`src/rtl/frs_pkg.sv`:
```
package frs_pkg;
  // strobes from control to datapath, valid for one cycle
  typedef struct packed {
    logic inc;       // reference pulse: count up
    logic dec;       // prescaled tach pulse: count down
    logic loadOpen;  // direct-drive mode active
  } frs_strobe_t;
endpackage

```
`src/rtl/frs_ctrl.sv`:
```
module frs_ctrl
  import frs_pkg::*;
#(
  parameter int FS_W   = 8,
  parameter int FS_MIN = 127,
  parameter int CODE_W = 6,
  parameter int TDIV_W = 2
) (
  input  logic                clk,
  input  logic                rst,
  input  logic                baseTick,
  input  logic                tachRaw,
  input  logic [FS_W-1:0]     fullScaleDiv,
  input  logic [CODE_W:0]     setpoint,
  input  logic [TDIV_W-1:0]   tachDivSel,
  input  logic [1:0]          resSel,
  input  logic                openLoop,
  output frs_strobe_t         strb
);
  localparam int SP_W  = CODE_W + 1;
  localparam int ACC_W = CODE_W + 1;
  localparam int PRE_W = (1 << TDIV_W) - 1;

  // full-scale divider
  logic [FS_W-1:0] fsEff, baseCnt;
  logic fsHit;
  assign fsEff = (fullScaleDiv < FS_W'(FS_MIN)) ? FS_W'(FS_MIN) : fullScaleDiv;
  assign fsHit = baseTick && (baseCnt >= fsEff - FS_W'(1));

  always_ff @(posedge clk) begin
    if (rst)           baseCnt <= '0;
    else if (fsHit)    baseCnt <= '0;
    else if (baseTick) baseCnt <= baseCnt + FS_W'(1);
  end

  // phase accumulator scaling the full-scale rate by setpoint/fullSet
  logic [ACC_W-1:0] fullSet, spEff, accReg;
  logic [ACC_W:0]   accSum, accNext;
  logic refHit;

  always_comb begin
    case (resSel)
      2'd0:    fullSet = ACC_W'(1 << (CODE_W - 2));
      2'd1:    fullSet = ACC_W'(1 << (CODE_W - 1));
      default: fullSet = ACC_W'((1 << CODE_W) - 1);
    endcase
  end

  assign spEff   = (setpoint > SP_W'(fullSet)) ? fullSet : ACC_W'(setpoint);
  assign accSum  = {1'b0, accReg} + {1'b0, spEff};
  assign refHit  = fsHit && (accSum >= {1'b0, fullSet});
  assign accNext = refHit ? (accSum - {1'b0, fullSet}) : accSum;

  always_ff @(posedge clk) begin
    if (rst)        accReg <= '0;
    else if (fsHit) accReg <= accNext[ACC_W-1:0];
  end

  // tach synchronizer, edge detect, prescaler
  logic tachS1, tachS2, tachPrev, tachRise, tachHit;
  logic [PRE_W-1:0] preCnt, preLast;

  always_ff @(posedge clk) begin
    if (rst) begin
      tachS1   <= 1'b0;
      tachS2   <= 1'b0;
      tachPrev <= 1'b0;
    end else begin
      tachS1   <= tachRaw;
      tachS2   <= tachS1;
      tachPrev <= tachS2;
    end
  end

  assign tachRise = tachS2 && !tachPrev;
  assign preLast  = ~({PRE_W{1'b1}} << tachDivSel);
  assign tachHit  = tachRise && !openLoop && (preCnt >= preLast);

  always_ff @(posedge clk) begin
    if (rst || openLoop) preCnt <= '0;
    else if (tachRise)   preCnt <= tachHit ? '0 : preCnt + PRE_W'(1);
  end

  assign strb.inc      = refHit;
  assign strb.dec      = tachHit;
  assign strb.loadOpen = openLoop;

  // the divisor is at least 127, so reference pulses are never back to back
  assert_inc_gap_R2: assert property (@(posedge clk) disable iff (rst)
    strb.inc |=> !strb.inc);

  // edge detection never yields two tach pulses in a row
  assert_dec_gap_R5: assert property (@(posedge clk) disable iff (rst)
    strb.dec |=> !strb.dec);
endmodule

```
`src/rtl/frs_datapath.sv`:
```
module frs_datapath
  import frs_pkg::*;
#(
  parameter int CODE_W = 6
) (
  input  logic              clk,
  input  logic              rst,
  input  frs_strobe_t       strb,
  input  logic [CODE_W:0]   setpoint,
  output logic [CODE_W-1:0] dacCode,
  output logic              fullDrive
);
  localparam int SP_W = CODE_W + 1;
  localparam logic [CODE_W-1:0] CODE_MAX = {CODE_W{1'b1}};
  localparam logic [SP_W-1:0]   SP_FULL  = SP_W'(1 << CODE_W);

  logic spFull;
  assign spFull = (setpoint >= SP_FULL);

  // one register serves as both the counter and the DAC code,
  // so leaving open loop needs no separate preload
  always_ff @(posedge clk) begin
    if (rst) begin
      dacCode   <= '0;
      fullDrive <= 1'b0;
    end else if (strb.loadOpen) begin
      fullDrive <= spFull;
      dacCode   <= spFull ? CODE_MAX : setpoint[CODE_W-1:0];
    end else begin
      fullDrive <= 1'b0;
      if (strb.inc && !strb.dec && dacCode != CODE_MAX)
        dacCode <= dacCode + CODE_W'(1);
      else if (strb.dec && !strb.inc && dacCode != '0)
        dacCode <= dacCode - CODE_W'(1);
    end
  end

  assert_step_R4: assert property (@(posedge clk) disable iff (rst)
    !strb.loadOpen |=> (dacCode == $past(dacCode)) ||
                       (dacCode == $past(dacCode) + CODE_W'(1)) ||
                       (dacCode == $past(dacCode) - CODE_W'(1)));

  assert_sat_top_R6: assert property (@(posedge clk) disable iff (rst)
    (!strb.loadOpen && dacCode == CODE_MAX && !strb.dec) |=> dacCode == CODE_MAX);

  assert_sat_bot_R6: assert property (@(posedge clk) disable iff (rst)
    (!strb.loadOpen && dacCode == '0 && !strb.inc) |=> dacCode == '0);

  assert_full_R8: assert property (@(posedge clk) disable iff (rst)
    fullDrive |-> dacCode == CODE_MAX);
endmodule

```
`src/rtl/fan_speed_regulator.sv`:
```
module fan_speed_regulator
  import frs_pkg::*;
#(
  parameter int FS_W   = 8,
  parameter int FS_MIN = 127,
  parameter int CODE_W = 6,
  parameter int TDIV_W = 2
) (
  input  logic              clk,
  input  logic              rst,
  input  logic              baseTick,
  input  logic              tachRaw,
  input  logic [FS_W-1:0]   fullScaleDiv,
  input  logic [CODE_W:0]   setpoint,
  input  logic [TDIV_W-1:0] tachDivSel,
  input  logic [1:0]        resSel,
  input  logic              openLoop,
  output logic [CODE_W-1:0] dacCode,
  output logic              fullDrive
);
  frs_strobe_t strb;

  frs_ctrl #(
    .FS_W(FS_W), .FS_MIN(FS_MIN), .CODE_W(CODE_W), .TDIV_W(TDIV_W)
  ) u_ctrl (
    .clk(clk), .rst(rst), .baseTick(baseTick), .tachRaw(tachRaw),
    .fullScaleDiv(fullScaleDiv), .setpoint(setpoint), .tachDivSel(tachDivSel),
    .resSel(resSel), .openLoop(openLoop), .strb(strb)
  );

  frs_datapath #(.CODE_W(CODE_W)) u_dp (
    .clk(clk), .rst(rst), .strb(strb), .setpoint(setpoint),
    .dacCode(dacCode), .fullDrive(fullDrive)
  );
endmodule

```
`config.mk`:
```
export PLATFORM = sky130hd
export DESIGN_NAME = fan_speed_regulator
export DESIGN_NICKNAME = d
export VERILOG_FILES = /design/src/rtl/frs_pkg.sv /design/src/rtl/frs_ctrl.sv /design/src/rtl/frs_datapath.sv /design/src/rtl/fan_speed_regulator.sv
export SDC_FILE = /design/constraint.sdc
export NUM_CORES = 1
export LEC_CHECK = 0
export BUFFER_PORTS_ARGS = -buffer_cell sky130_fd_sc_hd__buf_4
export CORE_AREA = 5 5 103 105
export CTS_CLUSTER_DIAMETER = 60
export DETAILED_ROUTE_END_ITERATION = 6
export DIE_AREA = 0 0 108 110
export REMOVE_ABC_BUFFERS = 1
export SYNTH_ARGS = -nofsm -noshare
export SYNTH_HDL_FRONTEND = slang
export SYNTH_SLANG_ARGS = --single-unit
```
`constraint.sdc`:
```
create_clock -name clk -period 8.7 [get_ports clk]
set_clock_uncertainty 0.1 [all_clocks]
set_input_delay 0.87 -clock clk [delete_from_list [all_inputs] [get_ports clk]]
set_output_delay 0.87 -clock clk [all_outputs]
set_load 0.03 [all_outputs]
```
==> results of run 1 <==
[path summary, 6_finish.rpt]
| kind | to | slack, ps | cells after the start |
|---|---|---|---|
| setup / recovery | u_dp.dacCode[5] | 2070 | 29 |
| hold / removal | u_ctrl.tachS2 | 350 | 1 |
| setup reg to reg | u_dp.dacCode[5] | 4250 | 19 |
| hold reg to reg | u_ctrl.tachS2 | 350 | 1 |
[cell families (layout without fill, tap and decap cells)]
kind of cell	Yosys count	after routing	share of synthesized area
fa+ha+maj	40	40	0.187
compound gates	77	77	0.228
other cells	1	1	0.00134
xor+xnor	24	24	0.0821
mux	12	12	0.0444
simple gates	112	112	0.217
buf+inv	29	53	0.0395
flops	28	28	0.201
[synthesized netlist by cell type, types with 5 or more instances]
cell type and number:
nand2b_1 8, xnor2_1 13, nor2_1 34, inv_1 19, nor2b_1 10, o21ai_0 11
a211oi_1 5, nand4_1 6, nor3b_1 5, xor2_1 10, a21o_1 7, ha_1 36
nand2_1 14, a21oi_1 17, clkbuf_1 8, mux2i_1 9, nor3_1 9, dfxtp_1 28
[worst max-delay path: cells and delay by family]
kind | cells | cell delay, ps
AND/OR/NAND/NOR | 4 | 610
buffers and inverters | 3 | 420
AO/OA/AOI/OAI | 15 | 2970
XOR/XNOR | 1 | 100
multiplexers | 2 | 490
adder cells (fa/ha/maj) | 4 | 1250
[where the power goes]
group | total (mW) | switching, mW | internal, mW
logic | 0.131 | 0.0708 | 0.0602
clock network | 0.107 | 0.0450 | 0.0617
registers | 0.139 | 0.00681 | 0.133
total | 0.377 | 0.123 | 0.255
[sequential cells by signal, summed over array words and instances, names as in the netlist]
name / count
u_ctrl.baseCnt: 8
u_ctrl.accReg: 7
u_dp.dacCode: 6
u_ctrl.preCnt: 3
u_ctrl.tachPrev: 1
u_ctrl.tachS1: 1
u_ctrl.tachS2: 1
u_dp.fullDrive: 1
[layout make-up]
cell class | count | area, sq um
Clock buffer | 3 | 41.3
Clock inverter | 1 | 30.0
Tap cell | 133 | 166
Fill cell | 1010 | 6340
Multi-Input combinational cell | 266 | 2120
Timing Repair Buffer | 30 | 225
Sequential cell | 28 | 561
Inverter | 19 | 71.3
[per-stage QoR]
| stage | instances | setup slack (ps) | util | hold slack, ps | power (mW) |
|---|---|---|---|---|---|
| floorplan | 313 | 2380 | - | 314 | 0.235 |
| global placement | 476 | 1960 | 0.329 | 324 | 0.272 |
| detailed placement | 476 | 1760 | 0.329 | 325 | 0.273 |
| CTS | 480 | 2050 | 0.336 | 352 | 0.383 |
| global route | 480 | 1550 | 0.336 | 371 | 0.403 |
| finish | 480 | 2070 | 0.336 | 349 | 0.377 |
[routing by layer]
layer	share of wire	track usage	up-vias
li1	-	-	1219
met1	0.48	0.135	1116
met2	0.46	0.184	43
met3	0.041	0.0210	6
met4	0.014	0.0243	0
met5	0	0	-
==> results.toml, run 1 <==
[run_status]
status = "completed"

[clocking]
cts_resized = 0
clk_latency_ps = 280
cts_hold_buffers = 0
clockRootBuffer = "clkbuf_8"
h-tree-depth = 1
post_cts_buffers = 0
numCtsBuffers = 3
cts_buffer_depth = 2
clk_pin_slew_ps = 110
cts_num_sinks = 28
cts_tree = "done"

[placement]
routabilityCongestion = 0.844
place_hpwl_microns = 4960
io_buffers = 30
placed_cell_area_sq_um = 3140

[synthesis]
syn_area_sq_um = 2790
synth_area_per_cell_sq_um = 8.63
synth-main-ff-cell = "dfxtp_1"
async_flop_share = 0
synth_edf_count = 0
synth_top_area_cell = "dfxtp_1"
synth_area_leaders = "dfxtp_1 20%, ha_1 16%, nor2_1 4.6%"
synth_cells = 323
synth_seq_area_share = 0.201
synth-seq-cells = 28
yosysWarnings = 0
yosys.cell_types.count = 69
synth_top_area_share = 0.201

[die]
coreArea_sq_um = 9550
die_area_sq_um = 11900
boundaryPins = 31
initial_core_util = 0.292
rows = 36
die_w_microns = 108
die_h_microns = 110

[hold_path]
hold_class = "flop to flop"
hp-start = "u_ctrl.tachS1"

[grt]
grt_pass1_vias = 2242
grt_start_max_net_pins = 27
grt_pass1_wl_microns = 10300
grtUsageTotal = 0.106
globalRoute.totalOverflow = 0
antenna_found_initial = 0

[sta]
max_freq_ghz = 0.151
grt_setup_unrepaired = "no"
min_period_ps = 6630
setup_viol = 0
worst_pin_slew_ps = 688
period_share = 0.762
fin_tns_setup_ps = 0
slew_headroom = 0.529
hold_viol_final = 0
slew_violations = 0

[setup_path]
crit_top_cell = "ha_1"
cpPeakStageDelay_ps = 400
end_kind = "flop"
crit_path_max_fanout = 10
crit_start = "resSel[1]"
r2r_start = "u_ctrl.accReg[0]"
required_ps = 8780
start_kind = "primary input"
cp_slowest_cell = "a211oi_4"
critPathArrivalTime_ps = 6710
crit_type = "primary input to flop"

[cells_and_area]
fin_nets = 411
finalInstanceArea_sq_um = 3210
n_antenna_cell = 0
final_cell_mix = "36 x ha_1, 34 x nor2_1, 30 x buf_4"
syn2layout_area_growth_pct = 15.2
drive_gt1_frac = 0.173
final_common_cell = "ha_1"

[power_and_ir_drop]
vdd_drop_max_v = 0.0000674
leakagePower_nw = 1.36
power_density_nw_per_um2 = 117

[detailed_routing]
dr.first_iter.drc_count = 93
drc_errors = 0
antenna_left = 0
dr.pass1.iters = 4
routed_wl_microns = 6160
vias = 2384
avgRoutedWirePerCell_microns = 12.8
via_per_inst = 4.97

[run]
maxCapViolations = 0
Note: power is estimated with default switching activity, not from simulation.
==> run 2, diff against run 1 <==
==> constraint.sdc (replaced) <==
create_clock -name clk -period 6 [get_ports clk]
set_clock_uncertainty 0.1 [all_clocks]
set_input_delay 0.6 -clock clk [delete_from_list [all_inputs] [get_ports clk]]
set_output_delay 0.6 -clock clk [all_outputs]
set_load 0.03 [all_outputs]
==> run 2 against run 1 <==
Setup slack got worse by 1800 ps. Clock power rose by 19%. Non-clock buffer count rose by 27. Hold slack got worse by 0.84 ps. Cell count rose by 5.6%. Design area rose by 11%. Count of clock-buffer cells in the layout rose by 1. Largest cell class unchanged. Highest routed layer unchanged.
==> results.toml, run 2 (synthesized netlist as in run 1, its figures left out) <==
[setup_path]
cpPeakStageDelay_ps = 560
r2r_start = "u_ctrl.accReg[0]"
crit_start = "resSel[1]"
crit_type = "primary input to flop"
cp_slowest_cell = "fa_1"
start_kind = "primary input"
required_ps = 6090
critPathArrivalTime_ps = 5820
crit_path_max_fanout = 4
r2r_cells = 19
end_kind = "flop"

[cells_and_area]
largest_registers = "u_ctrl.baseCnt x8, u_ctrl.accReg x7, u_dp.dacCode x6"
syn2layout_area_growth_pct = 27.8
final_cell_mix = "53 x buf_4, 34 x nor2_1, 28 x ha_1, 28 x dfxtp_1"
final_common_cell = "buf_4"
finalNonFillerCells = 507
finalInstanceArea_sq_um = 3560
drive_gt1_frac = 0.294
fin_nets = 438
top_register = "u_ctrl.baseCnt"
n_antenna_cell = 0
largest_reg_flops = 8

[die]
boundaryPins = 31
coreArea_sq_um = 9550
initial_core_util = 0.292
die_w_microns = 108
die_h_microns = 110
die_area_sq_um = 11900
rows = 36

[clocking]
h-tree-depth = 1
clockRootBuffer = "clkbuf_8"
clk_pin_slew_ps = 110
clk_latency_ps = 280
cts_buffer_depth = 2
numCtsBuffers = 3
cts_num_sinks = 28
cts_tree = "done"
cts_hold_buffers = 0

[detailed_routing]
antenna_left = 0
drc_errors = 0
dr.pass1.iters = 4
dr.first_iter.drc_count = 89
routed_wl_microns = 6710
via_per_inst = 4.94
vias = 2505
avgRoutedWirePerCell_microns = 13.2

[power_and_ir_drop]
vdd_drop_max_v = 0.000108
power_switching_mw = 0.193
leakagePower_nw = 1.50
p_comb_frac = 0.413
p_total_mw = 0.561
power_density_nw_per_um2 = 158
internal_power_mw = 0.368
pwr-share-seq = 0.362
switching_share = 0.345
power.clock.fraction = 0.225

[sta]
min_period_ps = 5730
grt_setup_unrepaired = "yes"
slew_violations = 0
max_freq_ghz = 0.175
fin_tns_setup_ps = 0
hold_viol_final = 0
worst_pin_slew_ps = 703
slew_headroom = 0.519
setup_viol = 0
period_share = 0.955

[placement]
place_hpwl_microns = 5430
dp_cells = 498
io_buffers = 30
placed_cell_area_sq_um = 3310
routabilityCongestion = 0.857

[run]
maxCapViolations = 0

[hold_path]
worstHoldPathCells = 1
hp-start = "u_ctrl.tachS1"
hold_class = "flop to flop"

[grt]
grt_start_max_net_pins = 27
grt_pass1_vias = 2504
globalRoute.totalOverflow = 0
grt_pass1_wl_microns = 11200
antenna_found_initial = 0
grtUsageTotal = 0.114

[run_status]
status = "completed"
## run 2: through the flow
step                      worst slack, ps  hold slack (ps)   util
after floorplan                     -51.2              314      -
after global routing                -23.6              372  0.373
after global placement              -37.2              325  0.346
after detailed placement             -260              325  0.346
final                                 270              348  0.373
after CTS                            20.9              352  0.352
## run 2: what timing repair did
action,4_1_cts,5_1_grt
gates resized for setup,0,32
setup buffers,0,5
setup endpoints to repair,0,2
## run 2: metal layers
metal  wire length (microns)  part of all wire  global-route usage
met5                       0                 0                   0
met4                      81             0.012              0.0252
met3                     278             0.041              0.0204
met2                    3280              0.49               0.209
met1                    3070              0.46               0.140
## run 2: area by class of cell
cell class / instances / area, sq um
Fill cell: 1001 / 5990
Multi-Input combinational cell: 266 / 2260
Sequential cell: 28 / 561
Timing Repair Buffer: 57 / 447
Tap cell: 133 / 166
Inverter: 19 / 76.3
Clock buffer: 4 / 55.1
## run 2: critical path: cells and delay by family
family                   cells  cell delay (ps)
adder cells (fa/ha/maj)      5             1460
buffers and inverters        7              580
AND/OR/NAND/NOR              3              530
AO/OA/AOI/OAI               13             2340
multiplexers                 2              300
## run 2: path summary, 6_finish.rpt
path	endpoint	slack [ps]
setup / recovery	u_dp.dacCode[5]	270
hold / removal	u_ctrl.tachS2	350
setup reg to reg	u_dp.dacCode[5]	1900
hold reg to reg	u_ctrl.tachS2	350
## run 2: power groups by stage
| stage | clock network, mW | registers, mW | logic (mW) |
|---|---|---|---|
| after floorplan | 0 | 0.211 | 0.129 |
| after global placement | 0 | 0.206 | 0.205 |
| after detailed placement | 0 | 0.207 | 0.210 |
| after CTS | 0.132 | 0.202 | 0.212 |
| after global routing | 0.134 | 0.205 | 0.257 |
| final | 0.127 | 0.203 | 0.232 |
